<file path="src/rtl/ldec_pkg.sv">
package ldec_pkg;
  localparam int unsigned CODE_W_DEF = 4;

  function automatic int unsigned lines_for(input int unsigned w);
    return 32'd1 << w;
  endfunction
endpackage

</file>
<file path="src/rtl/ldec_code_hold.sv">
module ldec_code_hold #(
  parameter int unsigned CODE_W = ldec_pkg::CODE_W_DEF
) (
  input  logic              clk,
  input  logic              rst_n,
  input  logic [CODE_W-1:0] sel_i,
  input  logic              load_en_i,
  output logic [CODE_W-1:0] code_o
);
  logic [CODE_W-1:0] held_q;

  always_ff @(posedge clk) begin
    if (!rst_n)         held_q <= '0;
    else if (load_en_i) held_q <= sel_i;
  end

  // transparent path when loading, register otherwise
  assign code_o = load_en_i ? sel_i : held_q;


  hold_stable_chk: assert property (@(posedge clk) disable iff (!rst_n)
    !load_en_i |=> $stable(held_q));


  load_capture_chk: assert property (@(posedge clk) disable iff (!rst_n)
    load_en_i |=> held_q == $past(sel_i));
endmodule

</file>
<file path="src/rtl/ldec_line_drv.sv">
module ldec_line_drv #(
  parameter int unsigned CODE_W = ldec_pkg::CODE_W_DEF,
  localparam int unsigned LINES = ldec_pkg::lines_for(CODE_W)
) (
  input  logic [CODE_W-1:0] code_i,
  input  logic              blank_i,
  output logic [LINES-1:0]  line_o
);
  for (genvar k = 0; k < LINES; k++) begin : g_line
    assign line_o[k] = !blank_i && (code_i == CODE_W'(k));
  end
endmodule

</file>
<file path="src/rtl/latched_onehot_dec.sv">
module latched_onehot_dec #(
  parameter int unsigned CODE_W = ldec_pkg::CODE_W_DEF,
  localparam int unsigned LINES = ldec_pkg::lines_for(CODE_W)
) (
  input  logic              clk,
  input  logic              rst_n,
  input  logic [CODE_W-1:0] sel_i,
  input  logic              load_en_i,
  input  logic              blank_i,
  output logic [LINES-1:0]  hot_o
);
  logic [CODE_W-1:0] code_w;

  ldec_code_hold #(.CODE_W(CODE_W)) u_hold (
    .clk       (clk),
    .rst_n     (rst_n),
    .sel_i     (sel_i),
    .load_en_i (load_en_i),
    .code_o    (code_w)
  );

  ldec_line_drv #(.CODE_W(CODE_W)) u_drv (
    .code_i  (code_w),
    .blank_i (blank_i),
    .line_o  (hot_o)
  );


  single_hot_chk: assert property (@(posedge clk) disable iff (!rst_n)
    !blank_i |-> $countones(hot_o) == 1);


  blank_zero_chk: assert property (@(posedge clk) disable iff (!rst_n)
    blank_i |-> $countones(hot_o) == 0);


  index_match_chk: assert property (@(posedge clk) disable iff (!rst_n)
    !blank_i |-> hot_o[code_w]);


  live_track_chk: assert property (@(posedge clk) disable iff (!rst_n)
    (load_en_i && !blank_i) |-> hot_o[sel_i]);
endmodule

</file>
<file path="config.mk">
export PLATFORM = sky130hd
export DESIGN_NAME = latched_onehot_dec
export DESIGN_NICKNAME = d
export VERILOG_FILES = /design/src/rtl/ldec_pkg.sv /design/src/rtl/ldec_code_hold.sv /design/src/rtl/ldec_line_drv.sv /design/src/rtl/latched_onehot_dec.sv
export SDC_FILE = /design/constraint.sdc
export NUM_CORES = 1
export LEC_CHECK = 0
export BUFFER_PORTS_ARGS = -buffer_cell sky130_fd_sc_hd__buf_4
export CAP_MARGIN = 5
export CORE_AREA = 2 2 39 41
export CTS_CLUSTER_SIZE = 24
export DETAILED_ROUTE_END_ITERATION = 8
export DIE_AREA = 0 0 41 43
export PLACE_DENSITY = 0.69
export SLEW_MARGIN = 20
export SYNTH_ARGS = -nofsm -noshare
export SYNTH_HDL_FRONTEND = slang
export SYNTH_SLANG_ARGS = --single-unit
</file>
<file path="constraint.sdc">
create_clock -name clk -period 1.3 [get_ports clk]
set_input_delay 0.13 -clock clk [delete_from_list [all_inputs] [get_ports clk]]
set_output_delay 0.13 -clock clk [all_outputs]
set_load 0.03 [all_outputs]
</file>
==> reports/results.ini, run 1 <==
[layout]
drive_gt1_frac=0.750
largest_register=u_hold.held_q
fin_area_um2=828
flow.area_growth_from_synthesis_pct=91.3
nets=86
largest_reg_flops=4
diodes=0
top_regs=u_hold.held_q (4)

[pwr]
switching_share=0.306
sequentialPowerShare=0.304
switchingPower_uw=139
p_per_area_nw_per_um2=550
total_power_uw=456
pwr-share-clk=0.328
pwr-share-comb=0.368
ir_drop_uv=437
power_leakage_nw=0.312
p_int_uw=316

[setup_path]
path_class=flip-flop to output pin
slowest_delay_ns=0.51
path_buf_inv=1
cp_top_family=simple AND/OR/NAND/NOR gates
crit_path_end_kind=output pin
cp_data_arrival_time_ns=1.45
crit_path_cell_trace=or4b_4 -> a22oi_2 -> buf_6
cpMaxStageDelayCell=or4b_4
critical_path.max_fanout=5
required_ns=1.17
startpoint_type=flip-flop

[cts]
clk_pin_slew_ns=0.04
insertion_delay_ns=0.23
cts_sinks=4
htree_levels=1
cts_tree=built
cts-root-buf=clkbuf_4
clk_path_buf_depth=2
numCtsBuffers=3

[logic_synthesis]
synthAdderAreaFrac=0
synth_compound_area_frac=0.277
synth_nets=54
syn_area_um2=433
netlist.area_leader.share=0.277
synth-simple-area-share=0.408
synth_top_family_by_area=simple AND/OR/NAND/NOR gates
synth_area_leaders=a22oi_1, dfxtp_1, mux2i_1
synthMuxAreaShare=0.0925
yosysTopAreaCell=a22oi_1
synth.avg_cell_area_um2=9.41
synth_cell_types=16
ys_ff_latch=4
yosysSeqAreaShare=0.185
synthXorXnorAreaFrac=0
yosysWarnings=0
postSynthCellCount=46

[timing]
slew_headroom=0.802
finalCriticalPeriod_ns=1.58
slew_viol_final=0
layout_setup_ws_ns=-0.279
min_period_over_period=1.21
hold_violations=0
rsz0062_at_grt=true
setup_violations=16
fmax_mhz=633
skew_ns=0
worst_pin_slew_ns=0.295

[placement]
gp_congestion=0.729
placed_area_um2=742
io_buffers=23

[drt]
dr.pass1.iters=2
wl_per_cell_um=14.7
vias_per_cell=5.41
drt-initial-drc-count=3
ant_nets=0
drc_errors=0
num_vias=498
routed_wl_um=1350

[die]
rows=14
core_region_area_um2=1380
chipWidth_um=41
die-area_um2=1760
io_pins=24
start_util=0.313
die_height_um=43

[global_route]
antenna_found_initial=0
gr-total-overflow=0
grt_pass1_wl_um=2130
grtUsageTotal=0.177
grt_max_degree=13
grt_pass1_vias=496

[outcome]
outcome=finished with violations
violations=negative setup slack

[worst_hold_path]
hold_path.class=input port to flip-flop

[flow_run]
cap_violations=0

==> per-stage QoR <==
step                TNS (ns)  std cells  worst slack, ns   util  hold slack, ns
global route           -4.46         92           -0.323  0.599           0.128
finish                 -3.65         92           -0.279  0.599           0.127
CTS                    -3.86         92           -0.298  0.595           0.126
floorplan             -0.285         46          -0.0389      -           0.258
global placement      -0.869         89           -0.137  0.536           0.362
detailed placement     -1.06         89           -0.163  0.536           0.370
==> placed cells by master (no fill, tap or decap) <==
cell       synthesis  final
a22oi_2            0     15
or3b_4             0      2
buf_4              0     14
buf_6              1     15
dfxtp_2            0      2
nand3b_1           3      3
mux2i_1            4      4
nand4b_1           1      1
nand3_1            1      1
or4b_4             2      2
or4_4              1      1
nor2b_1            4      4
or3_4              0      1
or3b_1             2      1
a22oi_1           16      1
dfxtp_4            0      2
nand4bb_1          3      3
clkbuf_4           0      3
or4b_1             1      1
==> logic make-up (layout without fill, tap and decap cells) <==
kind of cell    count (synthesis)  after routing
mux                             4              4
simple gates                   20             20
compound gates                 16             16
flops                           4              4
buf+inv                         2             32
==> cell type report <==
type	count	area (µm²)
Timing Repair Buffer	29	274
Sequential cell	4	90.1
Fill cell	142	556
Tap cell	16	20.0
Multi-Input combinational cell	40	422
Clock buffer	3	22.5
==> worst reg2reg max path, stage by stage, from the launching register on <==
cell	delay (ns)
dfxtp_2	0.32
buf_4	0.13
mux2i_1	0.11
nor2b_1	0.05
==> final timing paths <==
kind | slack, ns | startpoint | endpoint | depth (start not counted)
max | -0.28 | u_hold.held_q[2] | hot_o[6] | 3
min | 0.13 | rst_n | u_hold.held_q[1] | 2
max reg2reg | 0.57 | u_hold.held_q[3] | u_hold.held_q[3] | 3
min reg2reg | 0.54 | u_hold.held_q[1] | u_hold.held_q[1] | 2
==> per-layer routing <==
metal	global-route usage	share of wire	wire length, µm
met1	0.212	0.43	585
met3	0.0314	0.043	58
met5	0	0	0
met4	0.0800	0	0
met2	0.288	0.52	708
==> what timing repair did <==
| item | CTS | global route |
|---|---|---|
| pin swaps | 3 | 3 |
| resized for setup | 17 | 2 |
| setup endpoints to repair | 16 | 16 |
| hold buffers | 0 | 0 |
| setup buffers | 0 | 0 |
==> power by group through the flow <==
stage / Clock, mW / Sequential (mW) / Combinational (mW)
after floorplan: 0 / 0.140 / 0.0999
after global placement: 0 / 0.141 / 0.158
after detailed placement: 0 / 0.142 / 0.161
after CTS: 0.159 / 0.141 / 0.169
after global routing: 0.172 / 0.140 / 0.180
final: 0.150 / 0.138 / 0.168
==> synthesized netlist by cell type <==
cell type / instances
or3b_2: 1
buf_6: 1
nand4bb_1: 3
or3_1: 1
or3b_1: 2
dfxtp_1: 4
or4b_4: 2
nor2b_1: 4
buf_2: 1
nand3b_1: 3
or4b_1: 1
mux2i_1: 4
nand4b_1: 1
a22oi_1: 16
nand3_1: 1
or4_4: 1
Note: power is estimated with default switching activity, not from simulation.
==> run 2: changes to the inputs <==
--- a/config.mk
+++ b/config.mk
@@ -5,7 +5,7 @@
 export SDC_FILE = /design/constraint.sdc
 export NUM_CORES = 1
 export LEC_CHECK = 0
-export BUFFER_PORTS_ARGS = -buffer_cell sky130_fd_sc_hd__buf_4
+export BUFFER_PORTS_ARGS = -buffer_cell sky130_fd_sc_hd__buf_2
 export CAP_MARGIN = 5
 export CORE_AREA = 2 2 39 41
 export CTS_CLUSTER_SIZE = 24
==> constraint.sdc (replaced) <==
create_clock -name clk -period 1.3 [get_ports clk]
set_input_delay 0.195 -clock clk [delete_from_list [all_inputs] [get_ports clk]]
set_output_delay 0.195 -clock clk [all_outputs]
set_load 0.03 [all_outputs]
==> run 2 against run 1 <==
The run still ends with negative setup slack left. Clock power about the same. First-iteration DRC count decreased by 33%. Count of clock-buffer cells in the layout unchanged. Core utilization increased by 3.2 points. Combinational power increased by 5%. Design area is 5.3% higher. Flip-flop and latch count stayed put. Hold slack gained 0.084 ns. Critical path depth unchanged.
==> reports/results.ini, run 2 (synthesis gave the netlist of run 1 again) <==
[setup_path]
startpoint_type=flip-flop
crit_path_cell_trace=or4b_4 -> a22oi_2 -> buf_6
cp_data_arrival_time_ns=1.46
crit_path_end_kind=output pin
path_class=flip-flop to output pin
critical_path.max_fanout=4
cpMaxStageDelayCell=or4b_4
required_ns=1.11
slowest_delay_ns=0.53

[die]
io_pins=24
die-area_um2=1760
start_util=0.313
core_region_area_um2=1380
die_height_um=43
chipWidth_um=41
rows=14

[timing]
min_period_over_period=1.27
setup-tns-final_ns=-4.59
skew_ns=0
setup_violations=16
slew_headroom=0.813
rsz0062_at_grt=true
slew_viol_final=0
layout_setup_ws_ns=-0.351
hold_violations=0
finalCriticalPeriod_ns=1.65
worst_pin_slew_ns=0.278
fmax_mhz=606

[layout]
flow.area_growth_from_synthesis_pct=101
largest_register=u_hold.held_q
fin_cells=96
drive_gt1_frac=0.800
nets=90
diodes=0
layout_common_cells=a22oi_2, buf_6, buf_4, buf_2
final_core_util=0.630
top_regs=u_hold.held_q (4)
largest_reg_flops=4

[drt]
vias_per_cell=5.70
drc_errors=0
routed_wl_um=1400
drt-initial-drc-count=2
wl_per_cell_um=14.6
m1WireLength_um=589
dr.pass1.iters=2
ant_nets=0
met2_length_um=733
top_layer=met4
num_vias=547
wl_met3_um=41

[pwr]
ir_drop_uv=504
p_per_area_nw_per_um2=536
power_leakage_nw=0.333
total_power_uw=467

[worst_hold_path]
hold_path.class=input port to flip-flop

[cts]
cts-root-buf=clkbuf_4
cts_tree=built
clk_pin_slew_ns=0.04
htree_levels=1
cts_sinks=4
cts_hold_buf=0
cts_setup_buffers=0
clk_path_buf_depth=2
numCtsBuffers=3
insertion_delay_ns=0.23

[outcome]
outcome=finished with violations
violations=negative setup slack

[placement]
dp_cells=93
gp_congestion=0.751
dp_hpwl_um=1070
io_buffers=23
pre_cts_ws_ns=-0.287

[flow_run]
cap_violations=0

[global_route]
grt_pass1_vias=580
grtUsageTotal=0.200
grt_max_degree=16
antenna_found_initial=0
grt_pass1_wl_um=2390
gr-total-overflow=0

[run 2: changes by cell type in the layout (fill, tap and decap cells not counted), sizes merged]
cell / delta
buf: +4
[run 2: metrics by stage]
stage / cell area (µm²) / hold WS (ns)
2_1_floorplan: 546 / 0.323
3_3_place_gp: 721 / 0.441
3_5_place_dp: 721 / 0.453
4_1_cts: 867 / 0.207
5_1_grt: 872 / 0.210
6_report: 872 / 0.211
[run 2: path summary, 6_finish.rpt]
path | to | from | cells past startpoint | slack (ns)
worst max-delay path | hot_o[6] | u_hold.held_q[3] | 3 | -0.35
worst min register to register | u_hold.held_q[1] | u_hold.held_q[1] | 2 | 0.55
worst min-delay path | u_hold.held_q[1] | rst_n | 2 | 0.21
worst max register to register | u_hold.held_q[3] | u_hold.held_q[3] | 3 | 0.53
[run 2: per-layer routing]
metal | track usage | up-vias
li1 | - | 267
met1 | 0.239 | 262
met2 | 0.313 | 14
met3 | 0.0314 | 4
met4 | 0.127 | 0
met5 | 0 | -
[run 2: where the power goes]
part / switching, mW / internal [mW]
clock network: 0.0488 / 0.103
logic: 0.0897 / 0.0870
registers: 0.00820 / 0.130
total: 0.147 / 0.320
[run 2: final cells by class]
cell class / count / area (µm²)
clock buffers: 3 / 22.5
fillers: 119 / 512
multi-input cells: 40 / 447
flip-flops and latches: 4 / 90.1
well taps: 16 / 20.0
repair buffers: 33 / 293
[run 2: repair_timing]
item | CTS | global route
endpoints found under the hold margin | 0 | 0
endpoints found under the setup margin | 16 | 16
pin swaps | 3 | 1
resized for setup | 36 | 2
gates cloned | 0 | 0
[run 2: critical path, delay by kind of cell (launching register included)]
kind	cells	cell delay, ns
simple gates	1	0.53
compound gates	1	0.21
flops	1	0.32
buf+inv	1	0.16
==> run 3: changes to the inputs <==
==> constraint.sdc (replaced) <==
create_clock -name clk -period 1.9 [get_ports clk]
set_input_delay 0.285 -clock clk [delete_from_list [all_inputs] [get_ports clk]]
set_output_delay 0.285 -clock clk [all_outputs]
set_load 0.03 [all_outputs]
==> run 3 against run 2 <==
The run now ends clean. Hold slack gained 0.088 ns. Critical path type unchanged. First-iteration DRC count grew to 8.0 times the previous value. Flip-flop and latch count did not move. Sequential share of layout area rose by 3.4 points. Die area unchanged. Global-route usage down 7.9 points.
==> reports/results.ini, run 3 (synthesis gave the netlist of run 1 again) <==
[timing]
hold_violations=0
skew_ns=0
min_period_over_period=0.954
slew_headroom=0.843
finalCriticalPeriod_ns=1.81
setup_violations=0
slew_viol_final=0
fmax_mhz=552
rsz0062_at_grt=false
setup-tns-final_ns=0
worst_pin_slew_ns=0.236

[global_route]
met3_usage=0.0157
grt_max_degree=17
top_usage_layer=met2
grt_use_met1=0.148
gr-total-overflow=0
grt_pass1_wl_um=1480
gr-usage-met2=0.188
grtUsageTotal=0.121
grt_pass1_vias=357
antenna_found_initial=0

[worst_hold_path]
hold_path.class=input port to flip-flop
min_to=u_hold.held_q[0]
whs_path_depth=2
worstHoldStart=rst_n

[placement]
gp_congestion=0.664
dp_cells=84
io_buffers=23
dp_hpwl_um=898

[setup_path]
timing.rr.start=u_hold.held_q[2]
rr_endpoint=u_hold.held_q[2]
critical_path.max_fanout=5
startpoint_type=flip-flop
path_class=flip-flop to output pin
rrSetupSlack_ns=1.26
crit_path_end_kind=output pin
r2r_cells=2
required_ns=1.62
cp_data_arrival_time_ns=1.53

[drt]
vias_per_cell=5.70
dr.pass1.iters=4
num_vias=496
drc_errors=0
routed_wl_um=1120
ant_nets=0
wl_per_cell_um=12.8
drt-initial-drc-count=16

[die]
die-area_um2=1760
io_pins=24
die_height_um=43
core_region_area_um2=1380
chipWidth_um=41
rows=14
start_util=0.313

[layout]
diodes=0
final_common_cell=buf_2
fin_cells=87
largest_register=u_hold.held_q
largest_reg_flops=4
drive_gt1_frac=0.437
final_core_util=0.422
fillers=149
top_regs=u_hold.held_q (4)
nets=81
flow.area_growth_from_synthesis_pct=35.0
layout_common_cells=buf_2, a22oi_1, mux2i_1, nor2b_1, dfxtp_1

[pwr]
p_per_area_nw_per_um2=475
ir_drop_uv=249
total_power_uw=278
power_leakage_nw=0.266

[flow_run]
cap_violations=0

[cts]
cts_sinks=4
numCtsBuffers=3
cts_tree=built
clk_path_buf_depth=2
insertion_delay_ns=0.23
clk_pin_slew_ns=0.04
htree_levels=1
cts-root-buf=clkbuf_4
cts_setup_buffers=0

[outcome]
outcome=complete, no violations

[run 3: changes by cell type in the layout (fill, tap and decap cells not counted), sizes merged]
| cell | before | now |
|---|---|---|
| buf | 33 | 24 |
[run 3: layout make-up]
| type | count | area (µm²) | area share |
|---|---|---|---|
| multi-input combinational | 40 | 337 | 0.576 |
| timing repair buffer | 24 | 125 | 0.214 |
| tap | 16 | 20.0 | 0.0343 |
| sequential | 4 | 80.1 | 0.137 |
| clock buffer | 3 | 22.5 | 0.0385 |
[run 3: where the power goes]
group / leakage (nW) / switching [mW] / total, mW / internal, mW
clock network: 0.0138 / 0.0333 / 0.104 / 0.0706
registers: 0.0330 / 0.00525 / 0.0948 / 0.0896
logic: 0.219 / 0.0466 / 0.0789 / 0.0323
total: 0.266 / 0.0851 / 0.278 / 0.192
[run 3: critical path, stage by stage, from the launching register on]
cell and delay, ns:
dfxtp_1 0.33, or4_4 0.53, a22oi_1 0.21, buf_2 0.23
[run 3: metrics by stage]
step | hold slack, ns | area (µm²) | setup WS (ns)
floorplan | 0.413 | 433 | 0.108
global placement | 0.532 | 559 | 0.153
detailed placement | 0.540 | 559 | 0.118
CTS | 0.296 | 582 | 0.0823
global route | 0.313 | 584 | 0.00288
finish | 0.299 | 584 | 0.0877
[run 3: worst max path at each step]
stage                startpoint         to
3_3_place_gp          load_en_i   hot_o[1]
3_5_place_dp          load_en_i   hot_o[2]
2_1_floorplan         load_en_i   hot_o[5]
6_report       u_hold.held_q[3]   hot_o[2]
5_1_grt        u_hold.held_q[3]  hot_o[10]
4_1_cts        u_hold.held_q[3]   hot_o[2]
[run 3: timing repair]
| action | 4_1_cts | 5_1_grt |
|---|---|---|
| setup endpoints to repair | 0 | 1 |
| gates resized for setup | 0 | 2 |
| hold buffers | 0 | 0 |
[run 3: layer usage]
| layer | wire [µm] | up-vias |
|---|---|---|
| met5 | 0 | - |
| met4 | 21 | 0 |
| met3 | 100 | 2 |
| met2 | 498 | 27 |
| met1 | 497 | 219 |
| li1 | - | 248 |
